[src/rtl/xt_pkg.sv]
package xt_pkg;
   localparam int N_SRC = 2;

   // Outcome of one source's request in a given cycle
   typedef enum logic [1:0] {
      VD_IDLE  = 2'd0,
      VD_GRANT = 2'd1,
      VD_BLOCK = 2'd2
   } verdict_e;
endpackage

[src/rtl/xt_swap_cell.sv]
module xt_swap_cell #(
   parameter int LEVELS = 3,
   parameter int DW     = 8,
   parameter int SEL    = 2
) (
   input  logic                    clk,
   input  logic                    rst_n,
   input  logic [LEVELS+DW:0]      in_a,
   input  logic [LEVELS+DW:0]      in_b,
   output logic [LEVELS+DW:0]      out_lo,
   output logic [LEVELS+DW:0]      out_hi
);
   localparam int LW    = 1 + LEVELS + DW;
   localparam int V_BIT = LW - 1;
   localparam int S_BIT = DW + SEL;

   if (SEL < 0 || SEL >= LEVELS) begin : g_bad_sel
      $error("xt_swap_cell: SEL out of range");
   end

   logic a_lo, a_hi, b_lo, b_hi;

   always_comb begin
      a_lo = in_a[V_BIT] & ~in_a[S_BIT];
      a_hi = in_a[V_BIT] &  in_a[S_BIT];
      b_lo = in_b[V_BIT] & ~in_b[S_BIT];
      b_hi = in_b[V_BIT] &  in_b[S_BIT];
   end

   // Input A has the fixed edge inside the cell; the root arbiter keeps
   // a collision from ever arriving here.
   always_comb begin
      if (a_lo)      out_lo = in_a;
      else if (b_lo) out_lo = in_b;
      else           out_lo = '0;
      if (a_hi)      out_hi = in_a;
      else if (b_hi) out_hi = in_b;
      else           out_hi = '0;
   end

   AST_NO_COLLIDE: assert property (@(posedge clk) disable iff (!rst_n)
      !(a_lo && b_lo) && !(a_hi && b_hi));
endmodule

[src/rtl/xt_root_arbiter.sv]
module xt_root_arbiter #(
   parameter int LEVELS = 3
) (
   input  logic                    clk,
   input  logic                    rst_n,
   input  logic [1:0]              req,
   input  logic [2*LEVELS-1:0]     dst_in,
   output logic [1:0]              held,
   output logic [2*LEVELS-1:0]     held_dst,
   output logic [1:0]              blk
);
   import xt_pkg::*;

   localparam int TOP = LEVELS - 1;

   logic [1:0] wait_drop;
   logic [1:0] cand;
   logic [1:0] want_half;
   logic [1:0] half_busy;
   logic [1:0] win;
   logic [1:0] lose;
   verdict_e   vd [N_SRC];

   always_comb begin
      half_busy = '0;
      for (int i = 0; i < N_SRC; i++) begin
         want_half[i] = dst_in[i*LEVELS+TOP];
         if (held[i]) half_busy[held_dst[i*LEVELS+TOP]] = 1'b1;
      end
   end

   assign cand = req & ~held & ~wait_drop;

   // Held paths own their half; among fresh requests source 0 comes first.
   always_comb begin
      win[0] = cand[0] & ~half_busy[want_half[0]];
      win[1] = cand[1] & ~half_busy[want_half[1]]
             & ~(win[0] & (want_half[0] == want_half[1]));
      for (int i = 0; i < N_SRC; i++) begin
         if (win[i])       vd[i] = VD_GRANT;
         else if (cand[i]) vd[i] = VD_BLOCK;
         else              vd[i] = VD_IDLE;
         lose[i] = (vd[i] == VD_BLOCK);
      end
   end

   always_ff @(posedge clk or negedge rst_n) begin
      if (!rst_n) begin
         held      <= '0;
         held_dst  <= '0;
         wait_drop <= '0;
         blk       <= '0;
      end else begin
         held      <= (held & req) | win;
         wait_drop <= lose | (wait_drop & req);
         blk       <= lose;
         for (int i = 0; i < N_SRC; i++) begin
            if (win[i]) held_dst[i*LEVELS +: LEVELS] <= dst_in[i*LEVELS +: LEVELS];
         end
      end
   end

   AST_HALF_EXCL: assert property (@(posedge clk) disable iff (!rst_n)
      (held == 2'b11) |-> (held_dst[TOP] != held_dst[LEVELS+TOP]));

   for (genvar i = 0; i < N_SRC; i++) begin : g_src_chk
      AST_BLK_PULSE: assert property (@(posedge clk) disable iff (!rst_n)
         blk[i] |=> !blk[i]);
      AST_PATH_LOCK: assert property (@(posedge clk) disable iff (!rst_n)
         (held[i] && $past(held[i])) |->
            (held_dst[i*LEVELS +: LEVELS] == $past(held_dst[i*LEVELS +: LEVELS])));
      AST_NO_REGRANT: assert property (@(posedge clk) disable iff (!rst_n)
         (blk[i] && req[i]) |=> !held[i]);
   end
endmodule

[src/rtl/bin_tree_router.sv]
module bin_tree_router #(
   parameter int LEVELS = 3,
   parameter int DW     = 8
) (
   input  logic                         clk,
   input  logic                         rst_n,
   input  logic [1:0]                   src_req,
   input  logic [2*LEVELS-1:0]          src_dst,
   input  logic [2*DW-1:0]              src_data,
   output logic [1:0]                   src_gnt,
   output logic [1:0]                   src_blk,
   output logic [(2**LEVELS)-1:0]       dst_vld,
   output logic [(2**LEVELS)*DW-1:0]    dst_data
);
   import xt_pkg::*;

   localparam int N_DST = 2 ** LEVELS;
   localparam int LW    = 1 + LEVELS + DW;

   if (LEVELS < 1 || LEVELS > 6) begin : g_bad_levels
      $error("bin_tree_router: LEVELS must be 1..6");
   end
   if (DW < 1) begin : g_bad_dw
      $error("bin_tree_router: DW must be at least 1");
   end

   logic [1:0]          held;
   logic [2*LEVELS-1:0] held_dst;
   logic [LW-1:0]       src_link [N_SRC];
   // Heap numbering: node n feeds links 2n and 2n+1; leaf link N_DST+k is port k
   logic [LW-1:0]       link [2:2*N_DST-1];

   xt_root_arbiter #(.LEVELS(LEVELS)) u_arb (
      .clk      (clk),
      .rst_n    (rst_n),
      .req      (src_req),
      .dst_in   (src_dst),
      .held     (held),
      .held_dst (held_dst),
      .blk      (src_blk)
   );

   assign src_gnt = held;

   for (genvar i = 0; i < N_SRC; i++) begin : g_src
      assign src_link[i] = {held[i], held_dst[i*LEVELS +: LEVELS], src_data[i*DW +: DW]};
   end

   for (genvar n = 1; n < N_DST; n++) begin : g_node
      localparam int DEPTH = $clog2(n + 1) - 1;
      localparam int SEL   = LEVELS - 1 - DEPTH;
      if (n == 1) begin : g_root
         xt_swap_cell #(.LEVELS(LEVELS), .DW(DW), .SEL(SEL)) u_cell (
            .clk    (clk),
            .rst_n  (rst_n),
            .in_a   (src_link[0]),
            .in_b   (src_link[1]),
            .out_lo (link[2]),
            .out_hi (link[3])
         );
      end else begin : g_inner
         xt_swap_cell #(.LEVELS(LEVELS), .DW(DW), .SEL(SEL)) u_cell (
            .clk    (clk),
            .rst_n  (rst_n),
            .in_a   (link[n]),
            .in_b   ({LW{1'b0}}),
            .out_lo (link[2*n]),
            .out_hi (link[2*n+1])
         );
      end
   end

   for (genvar k = 0; k < N_DST; k++) begin : g_port
      assign dst_vld[k]           = link[N_DST+k][LW-1];
      assign dst_data[k*DW +: DW] = link[N_DST+k][DW-1:0];

      AST_LEAF_ADDR: assert property (@(posedge clk) disable iff (!rst_n)
         dst_vld[k] |-> (link[N_DST+k][DW +: LEVELS] == LEVELS'(k)));
      AST_IDLE_ZERO: assert property (@(posedge clk) disable iff (!rst_n)
         !dst_vld[k] |-> (dst_data[k*DW +: DW] == '0));
   end

   for (genvar i = 0; i < N_SRC; i++) begin : g_src_chk
      logic [LEVELS-1:0] hd;
      assign hd = held_dst[i*LEVELS +: LEVELS];
      AST_GNT_REACHES: assert property (@(posedge clk) disable iff (!rst_n)
         src_gnt[i] |-> (dst_vld[hd] && dst_data[hd*DW +: DW] == src_data[i*DW +: DW]));
   end

   AST_VLD_COUNT: assert property (@(posedge clk) disable iff (!rst_n)
      $countones(dst_vld) == $countones(src_gnt));
endmodule

[config.mk]
export PLATFORM = sky130hd
export DESIGN_NAME = bin_tree_router
export DESIGN_NICKNAME = d
export VERILOG_FILES = /design/src/rtl/xt_pkg.sv /design/src/rtl/xt_swap_cell.sv /design/src/rtl/xt_root_arbiter.sv /design/src/rtl/bin_tree_router.sv
export SDC_FILE = /design/constraint.sdc
export NUM_CORES = 1
export LEC_CHECK = 0
export BUFFER_PORTS_ARGS = -buffer_cell sky130_fd_sc_hd__buf_2
export CORE_MARGIN = 2
export CORE_UTILIZATION = 35
export DETAILED_ROUTE_END_ITERATION = 16
export GPL_TIMING_DRIVEN = 0
export PLACE_DENSITY = 0.76
export SKIP_LAST_GASP = 1
export SLEW_MARGIN = 20
export SYNTH_ARGS = -nofsm -noshare
export SYNTH_HDL_FRONTEND = slang
export SYNTH_SLANG_ARGS = --single-unit
[constraint.sdc]
create_clock -name clk -period 1.6 [get_ports clk]
set_input_delay 0.32 -clock clk [delete_from_list [all_inputs] [get_ports clk]]
set_output_delay 0.32 -clock clk [all_outputs]
set_load 0.005 [all_outputs]
==> impl_metrics.csv, run 1 <==
group,metric,value,unit
run_status,status,"finished, violations left",
run_status,violations,"negative setup slack",
die,start_util,37.0,%
power_and_ir_drop,irDropWorstVdd,0.000927,V
sta,setup_slack,-0.539,ns
final_layout,final_common_cell,"buf_2",
synthesis,synth.net_count,195,
power_and_ir_drop,p_per_area,1450,mW/mm^2
clock_tree,clk_pin_slew_worst_paths,0.08,ns
worst_setup_path,worstPathMaxFanout,5,
worst_hold_path,min_from,"src_dst[4]",
power_and_ir_drop,p_leak,0.00137,uW
final_layout,final_cells,347,
die,io_pins,102,
place,place_congestion,0.805,
worst_setup_path,worstPathArrival,1.82,ns
global_routing,gr-usage-met3,3.35,%
synthesis,ys_types,35,
global_routing,grt-ovfl-total,0,
die,coreArea,0.00342,sq mm
final_layout,n_antenna_cell,0,
worst_setup_path,crit_path_end_kind,"output port",
worst_setup_path,required,1.28,ns
clock_tree,cts-root-buf,"clkbuf_4",
synthesis,avgSynthCellArea,7.48,sq um
final_layout,final_cell_mix,"buf_2, nor2_1, buf_4, nor2_2, nor2_4",
worst_setup_path,start_kind,"flip-flop",
worst_setup_path,r2r-end,"u_arb.held_dst[3]",
final_layout,nNetsFinal,328,
sta,final.setup_skew,0.00942,ns
global_routing,grt_max_degree,13,
worst_setup_path,rr_startpoint,"u_arb.held_dst[2]",
flow_run,drv_cap,0,
place,portBuffers,101,
sta,hold-worst-slack,0.275,ns
route,ant_nets,0,
global_routing,grt_usage,24.8,%
worst_hold_path,hold_depth,2,
sta,layout_min_cycle_time,2.14,ns
sta,slew_headroom,64.3,%
global_routing,top_usage_layer,"met2",
die,die_w,64.1,microns
global_routing,antenna_found_initial,0,
die,die_h,64.1,microns
route,drt-wirelength-per-cell,18.3,microns
route,drt_iter0_markers,116,
synthesis,synth_cells,169,
route,viasPerCell,5.32,
die,rows,21,
final_layout,final_area,0.00269,sq mm
route,drc,0,
synthesis,ys_seq_area_share,23.7,%
clock_tree,cts_made_buffers,3,
worst_hold_path,hold_end,"u_arb.held_dst[4]",
route,first_pass_iters,4,
worst_setup_path,reg2reg_depth,5,
power_and_ir_drop,power,3910,uW
global_routing,use_met1,30.6,%
final_layout,final_layout_size_suffix_gt1_share,76.1,%
worst_hold_path,hold_path_class,"input pin to flip-flop",
place,place_area,0.00194,sq mm
clock_tree,cts_tree,"built",
sta,fmax,467,MHz
synthesis,ys_seq_elements,12,
sta,setup_violations,78,
global_routing,grt_pass1_wl,8210,microns
sta,final.setup.tns,-32.44,ns
route,routed_wl,6340,microns
worst_setup_path,reg2reg_slack,-0.19,ns
final_layout,syn_to_final_growth,113,%
global_routing,grt_pass1_vias,1673,
sta,finalCritPeriodShare,134,%
synthesis,synth_area,0.00126,sq mm
worst_setup_path,critPathKind,"flip-flop to output port",
clock_tree,cts_buffer_depth,2,
place,dp_hpwl,3310,microns
sta,worst_pin_slew,0.520,ns
global_routing,grt_util_met2,44.4,%
clock_tree,cts.sinks,12,
route,route.vias.total,1846,
clock_tree,htree_levels,1,
place,place_inst,316,
die,dieArea,0.00411,sq mm
sta,finalHoldViolCount,0,
synthesis,synth_warnings,0,
sta,slew_viol_final,0,
sta,rsz0062_at_grt,"true",
clock_tree,clk_latency,0.29,ns
kinds of logic (layout without fill, tap and decap cells):
logic type | count (synthesis) | in the layout | share of synthesized area (%)
DFF | 12 | 12 | 23.7
muxes | 15 | 15 | 12.3
buffers and inverters | 20 | 151 | 8.31
AOI/OAI and AO/OA | 31 | 31 | 20.1
xor gates and xnor gates | 3 | 3 | 2.08
and+or+nand+nor | 88 | 89 | 33.5
registers in the layout (all words and copies together), names as in the netlist:
name,flops
u_arb.wait_drop,2
u_arb.held,2
u_arb.blk,2
u_arb.held_dst,6
power breakdown:
part / total [uW] / internal, uW / switching [uW]
sequential: 601 / 415 / 186
clock: 250 / 139 / 111
combinational: 3060 / 1560 / 1510
total: 3910 / 2110 / 1800
stage by stage:
step                      setup slack, ns  util (%)
after global placement             -0.285      56.8
after CTS                          -0.461      70.9
after global routing               -0.594      78.8
final                              -0.539      78.8
after floorplan                   -0.0639         -
after detailed placement           -0.303      56.8
cell type report:
class / count / area (sq um)
fillers: 212 / 724
plain buffers: 8 / 109
well taps: 46 / 57.6
inverters: 9 / 33.8
clock buffers: 4 / 36.3
multi-input cells: 138 / 1340
flip-flops and latches: 12 / 305
repair buffers: 130 / 807
per-layer routing:
| metal | part of all wire, % | vias up | wire, microns |
|---|---|---|---|
| met4 | 2.8 | 0 | 179 |
| met3 | 4.9 | 18 | 311 |
| met2 | 54 | 96 | 3430 |
| met5 | 0 | - | 0 |
| li1 | - | 847 | - |
| met1 | 38 | 885 | 2420 |
worst max-delay path, stage by stage (launching register included):
cell and delay [ns]:
dfrtp_2 0.41, nand2b_4 0.17, buf_12 0.15, mux2i_2 0.16, or2_4 0.29, buf_6 0.14, nor2_4 0.09, buf_2 0.12
synth_stat cells, drive strengths merged:
| master | n | area share (%) |
|---|---|---|
| a221oi | 2 | 2.8 |
| nor2 | 64 | 21 |
| or2 | 1 | 0.49 |
| mux2i | 11 | 8.7 |
| and3 | 1 | 0.49 |
| dfrtp | 12 | 24 |
| clkbuf | 1 | 0.30 |
| nor3 | 2 | 0.79 |
| inv | 9 | 2.7 |
| or3b | 3 | 2.3 |
| a22oi | 6 | 3.6 |
| nand2b | 3 | 1.5 |
| xnor2 | 3 | 2.1 |
| and2 | 2 | 1.1 |
| and3b | 1 | 0.79 |
| nand2 | 4 | 1.2 |
| or2b | 1 | 0.59 |
| o22ai | 2 | 0.99 |
| and4 | 1 | 0.79 |
| a21o | 2 | 1.2 |
| a21oi | 8 | 3.5 |
| a32o | 8 | 6.3 |
| o21a | 3 | 1.8 |
| buf | 10 | 5.3 |
| mux2 | 4 | 3.6 |
| nor3b | 5 | 3.0 |
worst max-delay path by stage:
| stage | start | to | slack, ns | depth (start not counted) |
|---|---|---|---|---|
| after global routing | u_arb.held[0] | dst_data[60] | -0.59 | 6 |
| after detailed placement | u_arb.held[0] | dst_data[44] | -0.30 | 6 |
| after CTS | u_arb.held[0] | dst_data[15] | -0.46 | 8 |
| final | u_arb.held_dst[2] | dst_data[29] | -0.54 | 7 |
| after floorplan | u_arb.held_dst[5] | dst_data[10] | -0.06 | 6 |
| after global placement | u_arb.held[0] | dst_data[50] | -0.28 | 6 |
timing repair:
item                                    CTS  global route
gates resized for setup                  63            39
hold buffers                              1             0
endpoints found under the setup margin   77            80
setup buffers                            14            11
hold endpoints to repair                 12             0
gates cloned                              2             2
pin swaps                                 3            23
Power figures use the tool's default switching activity.
==> run 2, diff against run 1 <==
--- a/config.mk
+++ b/config.mk
@@ -16,3 +16,4 @@
 export SYNTH_ARGS = -nofsm -noshare
 export SYNTH_HDL_FRONTEND = slang
 export SYNTH_SLANG_ARGS = --single-unit
+export TNS_END_PERCENT = 20
==> constraint.sdc (replaced) <==
create_clock -name clk -period 1.8 [get_ports clk]
set_input_delay 0.36 -clock clk [delete_from_list [all_inputs] [get_ports clk]]
set_output_delay 0.36 -clock clk [all_outputs]
set_load 0.005 [all_outputs]
==> impl_metrics.csv, run 2 (synthesis gave the netlist of run 1 again) <==
group,metric,value,unit
run_status,status,"finished, violations left",
run_status,violations,"negative setup slack",
power_and_ir_drop,irDropWorstVdd,0.000694,V
place,place_inst,316,
place,portBuffers,101,
clock_tree,htree_levels,1,
route,routed_wl,4900,microns
route,first_pass_iters,4,
final_layout,final_common_cell,"buf_2",
die,die_w,64.1,microns
route,drc,0,
die,coreArea,0.00342,sq mm
die,die_h,64.1,microns
final_layout,final_cells,335,
place,dp_hpwl,3240,microns
sta,rsz0062_at_grt,"true",
power_and_ir_drop,p_per_area,1190,mW/mm^2
route,drt-wirelength-per-cell,14.6,microns
route,viasPerCell,5.12,
sta,hold-worst-slack,0.292,ns
final_layout,n_antenna_cell,0,
sta,fmax,465,MHz
final_layout,nNetsFinal,316,
worst_setup_path,required,1.44,ns
sta,setup_violations,72,
final_layout,layout.area.seq,304,sq um
flow_run,drv_cap,0,
power_and_ir_drop,p_leak,0.00120,uW
die,io_pins,102,
worst_setup_path,worstPathArrival,1.79,ns
worst_setup_path,start_kind,"flip-flop",
final_layout,fin_util,65.9,%
worst_setup_path,rr_startpoint,"u_arb.held[1]",
clock_tree,cts.sinks,12,
global_routing,grt_usage,23.2,%
sta,worst_pin_slew,0.513,ns
global_routing,grt_pass1_vias,1579,
sta,finalHoldViolCount,0,
worst_setup_path,worstSetupEndpoint,"dst_data[11]",
place,place_congestion,0.808,
die,rows,21,
final_layout,syn_to_final_growth,77.9,%
die,dieArea,0.00411,sq mm
final_layout,largest_register_ffs,6,
sta,slew_viol_final,0,
sta,setup_slack,-0.349,ns
clock_tree,cts_made_buffers,3,
worst_hold_path,hold_path_class,"input pin to flip-flop",
global_routing,antenna_found_initial,0,
die,start_util,37.0,%
clock_tree,cts-root-buf,"clkbuf_4",
final_layout,final_layout_size_suffix_gt1_share,65.7,%
worst_setup_path,worstPathMaxFanout,9,
final_layout,regMostFlops,"u_arb.held_dst",
worst_setup_path,worstSetupStartpoint,"u_arb.held_dst[5]",
worst_setup_path,crit_path_end_kind,"output port",
route,route.vias.total,1714,
route,drt_iter0_markers,101,
sta,layout_min_cycle_time,2.15,ns
worst_setup_path,reg2reg_depth,4,
final_layout,multiInputGateArea,0.00110,sq mm
clock_tree,cts_tree,"built",
final_layout,final_cell_mix,"buf_2, nor2_1, buf_4, nor2_2, dfrtp_1",
global_routing,grt_max_degree,13,
clock_tree,cts_buffer_depth,2,
global_routing,grt-ovfl-total,0,
route,ant_nets,0,
final_layout,final.fill_count,285,
worst_setup_path,critPathKind,"flip-flop to output port",
sta,slew_headroom,65.7,%
worst_hold_path,hold_depth,2,
worst_setup_path,r2r-end,"u_arb.held_dst[4]",
sta,final.setup_skew,0.00896,ns
clock_tree,clk_pin_slew_worst_paths,0.08,ns
sta,finalCritPeriodShare,119,%
global_routing,grt_pass1_wl,7710,microns
clock_tree,clk_latency,0.28,ns
worst_setup_path,reg2reg_slack,0.04,ns
[run 2: cell count changes in the layout (fill, tap and decap cells not counted), moves of 3 or more]
cell	previous run	this run
mux2i_2	2	6
mux2_4	3	0
nor2_4	13	1
nor2_2	15	11
buf_6	10	7
nor2_1	36	52
mux2i_4	8	5
nand2_2	0	3
buf_4	21	15
[run 2: cell type report]
cell class / count / area share [%]
multi-input combinational: 138 / 48.9
timing repair buffer: 117 / 28.0
sequential: 12 / 13.5
buffer: 9 / 4.00
tap: 46 / 2.56
clock buffer: 4 / 1.61
inverter: 9 / 1.50
[run 2: critical path: stages (launching register included)]
cell	delay (ns)
dfrtp_2	0.45
or3b_4	0.39
mux2i_4	0.19
nand2b_1	0.10
buf_6	0.15
nor2_2	0.10
buf_2	0.12
[run 2: metal layers]
layer / vias to the layer above / part of all wire, % / global-route usage, % / routed length (microns)
met1: 801 / 40 / 30.1 / 1960
met3: 16 / 5.8 / 3.87 / 284
met5: - / 0 / 0 / 0
met4: 0 / 2.2 / 6.65 / 107
li1: 825 / - / - / -
met2: 72 / 52 / 39.5 / 2550
[run 2: how the worst min path moves through the flow]
stage | startpoint | endpoint | slack [ns]
finish | src_dst[3] | u_arb.held_dst[3] | 0.29
CTS | src_dst[4] | u_arb.held_dst[4] | 0.29
global placement | rst_n | u_arb.blk[1] | 0.25
global route | src_dst[3] | u_arb.held_dst[3] | 0.30
floorplan | rst_n | u_arb.blk[0] | 0.06
detailed placement | rst_n | u_arb.blk[1] | 0.25
[run 2: what timing repair did]
item | in CTS | in global routing
cloned | 2 | 0
resized for setup | 49 | 16
hold buffers | 1 | 0
endpoints found under the setup margin | 72 | 76
endpoints found under the hold margin | 12 | 0
pin swaps | 6 | 3
setup buffers | 8 | 6
[run 2: where the power goes]
| group | total, uW | switching (uW) | leakage, uW | internal (uW) |
|---|---|---|---|---|
| combinational | 1930 | 964 | 0.00104 | 964 |
| clock | 219 | 95.9 | 0.0000210 | 123 |
| sequential | 522 | 154 | 0.000146 | 368 |
[run 2: metrics by stage]
step	TNS [ns]	worst slack (ns)	power, uW	instance area [sq um]
after floorplan	0	0.0652	1350	1260
after global placement	-10.50	-0.244	1810	1830
after detailed placement	-11.20	-0.246	1830	1830
after CTS	-18.37	-0.300	2460	2160
after global routing	-23.38	-0.415	2870	2250
final	-16.68	-0.349	2670	2250
==> run 3, diff against run 2 <==
--- a/config.mk
+++ b/config.mk
@@ -5,12 +5,13 @@
 export SDC_FILE = /design/constraint.sdc
 export NUM_CORES = 1
 export LEC_CHECK = 0
-export BUFFER_PORTS_ARGS = -buffer_cell sky130_fd_sc_hd__buf_2
+export CAP_MARGIN = 15
 export CORE_MARGIN = 2
-export CORE_UTILIZATION = 35
+export CORE_UTILIZATION = 50
 export DETAILED_ROUTE_END_ITERATION = 16
+export DONT_BUFFER_PORTS = 1
 export GPL_TIMING_DRIVEN = 0
-export PLACE_DENSITY = 0.76
+export PLACE_DENSITY = 0.68
 export SKIP_LAST_GASP = 1
 export SLEW_MARGIN = 20
 export SYNTH_ARGS = -nofsm -noshare
==> impl_metrics.csv, run 3 (synthesis gave the netlist of run 1 again) <==
group,metric,value,unit
run_status,status,"finished, violations left",
run_status,violations,"negative setup slack",
global_routing,grt-ovfl-total,0,
final_layout,final_layout_size_suffix_gt1_share,55.2,%
global_routing,antenna_found_initial,0,
power_and_ir_drop,p_leak,0.000675,uW
worst_setup_path,worstPathArrival,1.65,ns
sta,slew_viol_final,0,
sta,setup_slack,-0.212,ns
final_layout,syn_to_final_growth,38.5,%
final_layout,n_antenna_cell,0,
power_and_ir_drop,irDropWorstVdd,0.000802,V
clock_tree,cts-root-buf,"clkbuf_4",
clock_tree,clk_pin_slew_worst_paths,0.06,ns
sta,final.setup_skew,0.00239,ns
route,ant_nets,0,
power_and_ir_drop,p_per_area,1330,mW/mm^2
die,coreArea,0.00243,sq mm
worst_setup_path,start_kind,"flip-flop",
die,io_pins,102,
clock_tree,cts_made_buffers,3,
route,drt-wirelength-per-cell,18.9,microns
clock_tree,htree_levels,1,
die,die_w,54.3,microns
die,die_h,54.3,microns
route,viasPerCell,6.45,
sta,layout_min_cycle_time,2.01,ns
sta,fmax,497,MHz
place,portBuffers,0,
final_layout,final_area,0.00175,sq mm
worst_setup_path,max_stage_delay,0.43,ns
sta,slew_headroom,61.5,%
place,place_area,0.00130,sq mm
worst_setup_path,worstPathMaxFanout,9,
global_routing,grt_pass1_vias,1144,
global_routing,gr-usage-met3,2.46,%
sta,finalHoldViolCount,0,
die,rows,18,
global_routing,use_met1,27.1,%
final_layout,final_cell_mix,"nor2_1, nor2_2, buf_4, dfrtp_1, a32o_1",
route,first_pass_iters,4,
clock_tree,cts_tree,"built",
worst_hold_path,hold_path_class,"input pin to flip-flop",
global_routing,grt_max_degree,13,
place,dp_hpwl,2750,microns
worst_setup_path,slowest_stage,"dfrtp_2",
final_layout,regMostFlops,"u_arb.held_dst",
global_routing,top_usage_layer,"met2",
clock_tree,clk_latency,0.27,ns
sta,final.setup.tns,-7.07,ns
power_and_ir_drop,power,2330,uW
final_layout,nNetsFinal,211,
sta,worst_pin_slew,0.577,ns
flow_run,drv_cap,0,
final_layout,final_common_cell,"nor2_1",
global_routing,grt_util_met2,48.8,%
worst_setup_path,crit_path_end_kind,"output port",
die,start_util,52.0,%
worst_setup_path,required,1.44,ns
sta,rsz0062_at_grt,"true",
worst_setup_path,critPathKind,"flip-flop to output port",
sta,finalCritPeriodShare,112,%
final_layout,largest_register_ffs,6,
route,drt_iter0_markers,40,
clock_tree,cts_buffer_depth,2,
place,place_congestion,0.879,
sta,setup_violations,63,
clock_tree,cts.sinks,12,
die,dieArea,0.00295,sq mm
global_routing,grt_usage,25.0,%
global_routing,grt_pass1_wl,5350,microns
worst_setup_path,path_cells,"or3b_4 -> mux2i_4 -> nand2b_1 -> buf_6 -> nor2_2",
route,routed_wl,4020,microns
route,drc,0,
route,route.vias.total,1373,
==> run 3: per-stage QoR <==
stage,setup slack [ns],util (%),hold WS (ns),std cells
finish,-0.212,72.0,0.182,213
global route,-0.298,72.0,0.170,213
CTS,-0.167,69.5,0.174,212
detailed placement,-0.170,53.5,0.0648,199
global placement,-0.0840,53.5,0.0647,199
floorplan,0.0652,-,0.0644,169
==> run 3: worst max-delay path, delay by kind of cell (launching register included) <==
kind / cells / cell delay (ns)
mux: 1 / 0.16
buf+inv: 1 / 0.16
simple gates: 3 / 0.63
flops: 1 / 0.43
==> run 3: report_power, final <==
part           switching [uW]  internal, uW
logic                     888           753
clock network            81.5          77.5
registers                 157           369
total                    1130          1200
==> run 3: timing repair <==
action	4_1_cts	5_1_grt
hold endpoints to repair	12	0
hold buffers	1	0
gates cloned	1	0
buffers inserted	9	3
pin swaps	3	7
gates resized for setup	70	15
setup endpoints to repair	72	76
==> run 3: final cells by class <==
class                      instances  area [sq um]
inverter                           9          33.8
buffer                             8          78.8
clock buffer                       3          22.5
tap                               30          37.5
multi-input combinational        137          1150
sequential                        12           304
timing repair buffer              14           120
fill                             172           681
==> run 3: path summary, 6_finish.rpt <==
kind / start / end / slack [ns] / cells past startpoint
max: u_arb.held_dst[5] / dst_data[10] / -0.21 / 5
min in group asynchronous: rst_n / u_arb.blk[0] / 0.51 / 1
min reg2reg: u_arb.wait_drop[1] / u_arb.wait_drop[1] / 0.50 / 1
min: src_dst[2] / u_arb.held_dst[5] / 0.18 / 1
max in group asynchronous: rst_n / u_arb.held_dst[5] / 0.90 / 1
max reg2reg: u_arb.held[1] / u_arb.held_dst[4] / -0.07 / 5
==> run 3: routing by layer <==
layer | up-vias | wire, microns
li1 | 612 | -
met1 | 668 | 1460
met2 | 78 | 2170
met3 | 15 | 264
met4 | 0 | 128
met5 | - | 0
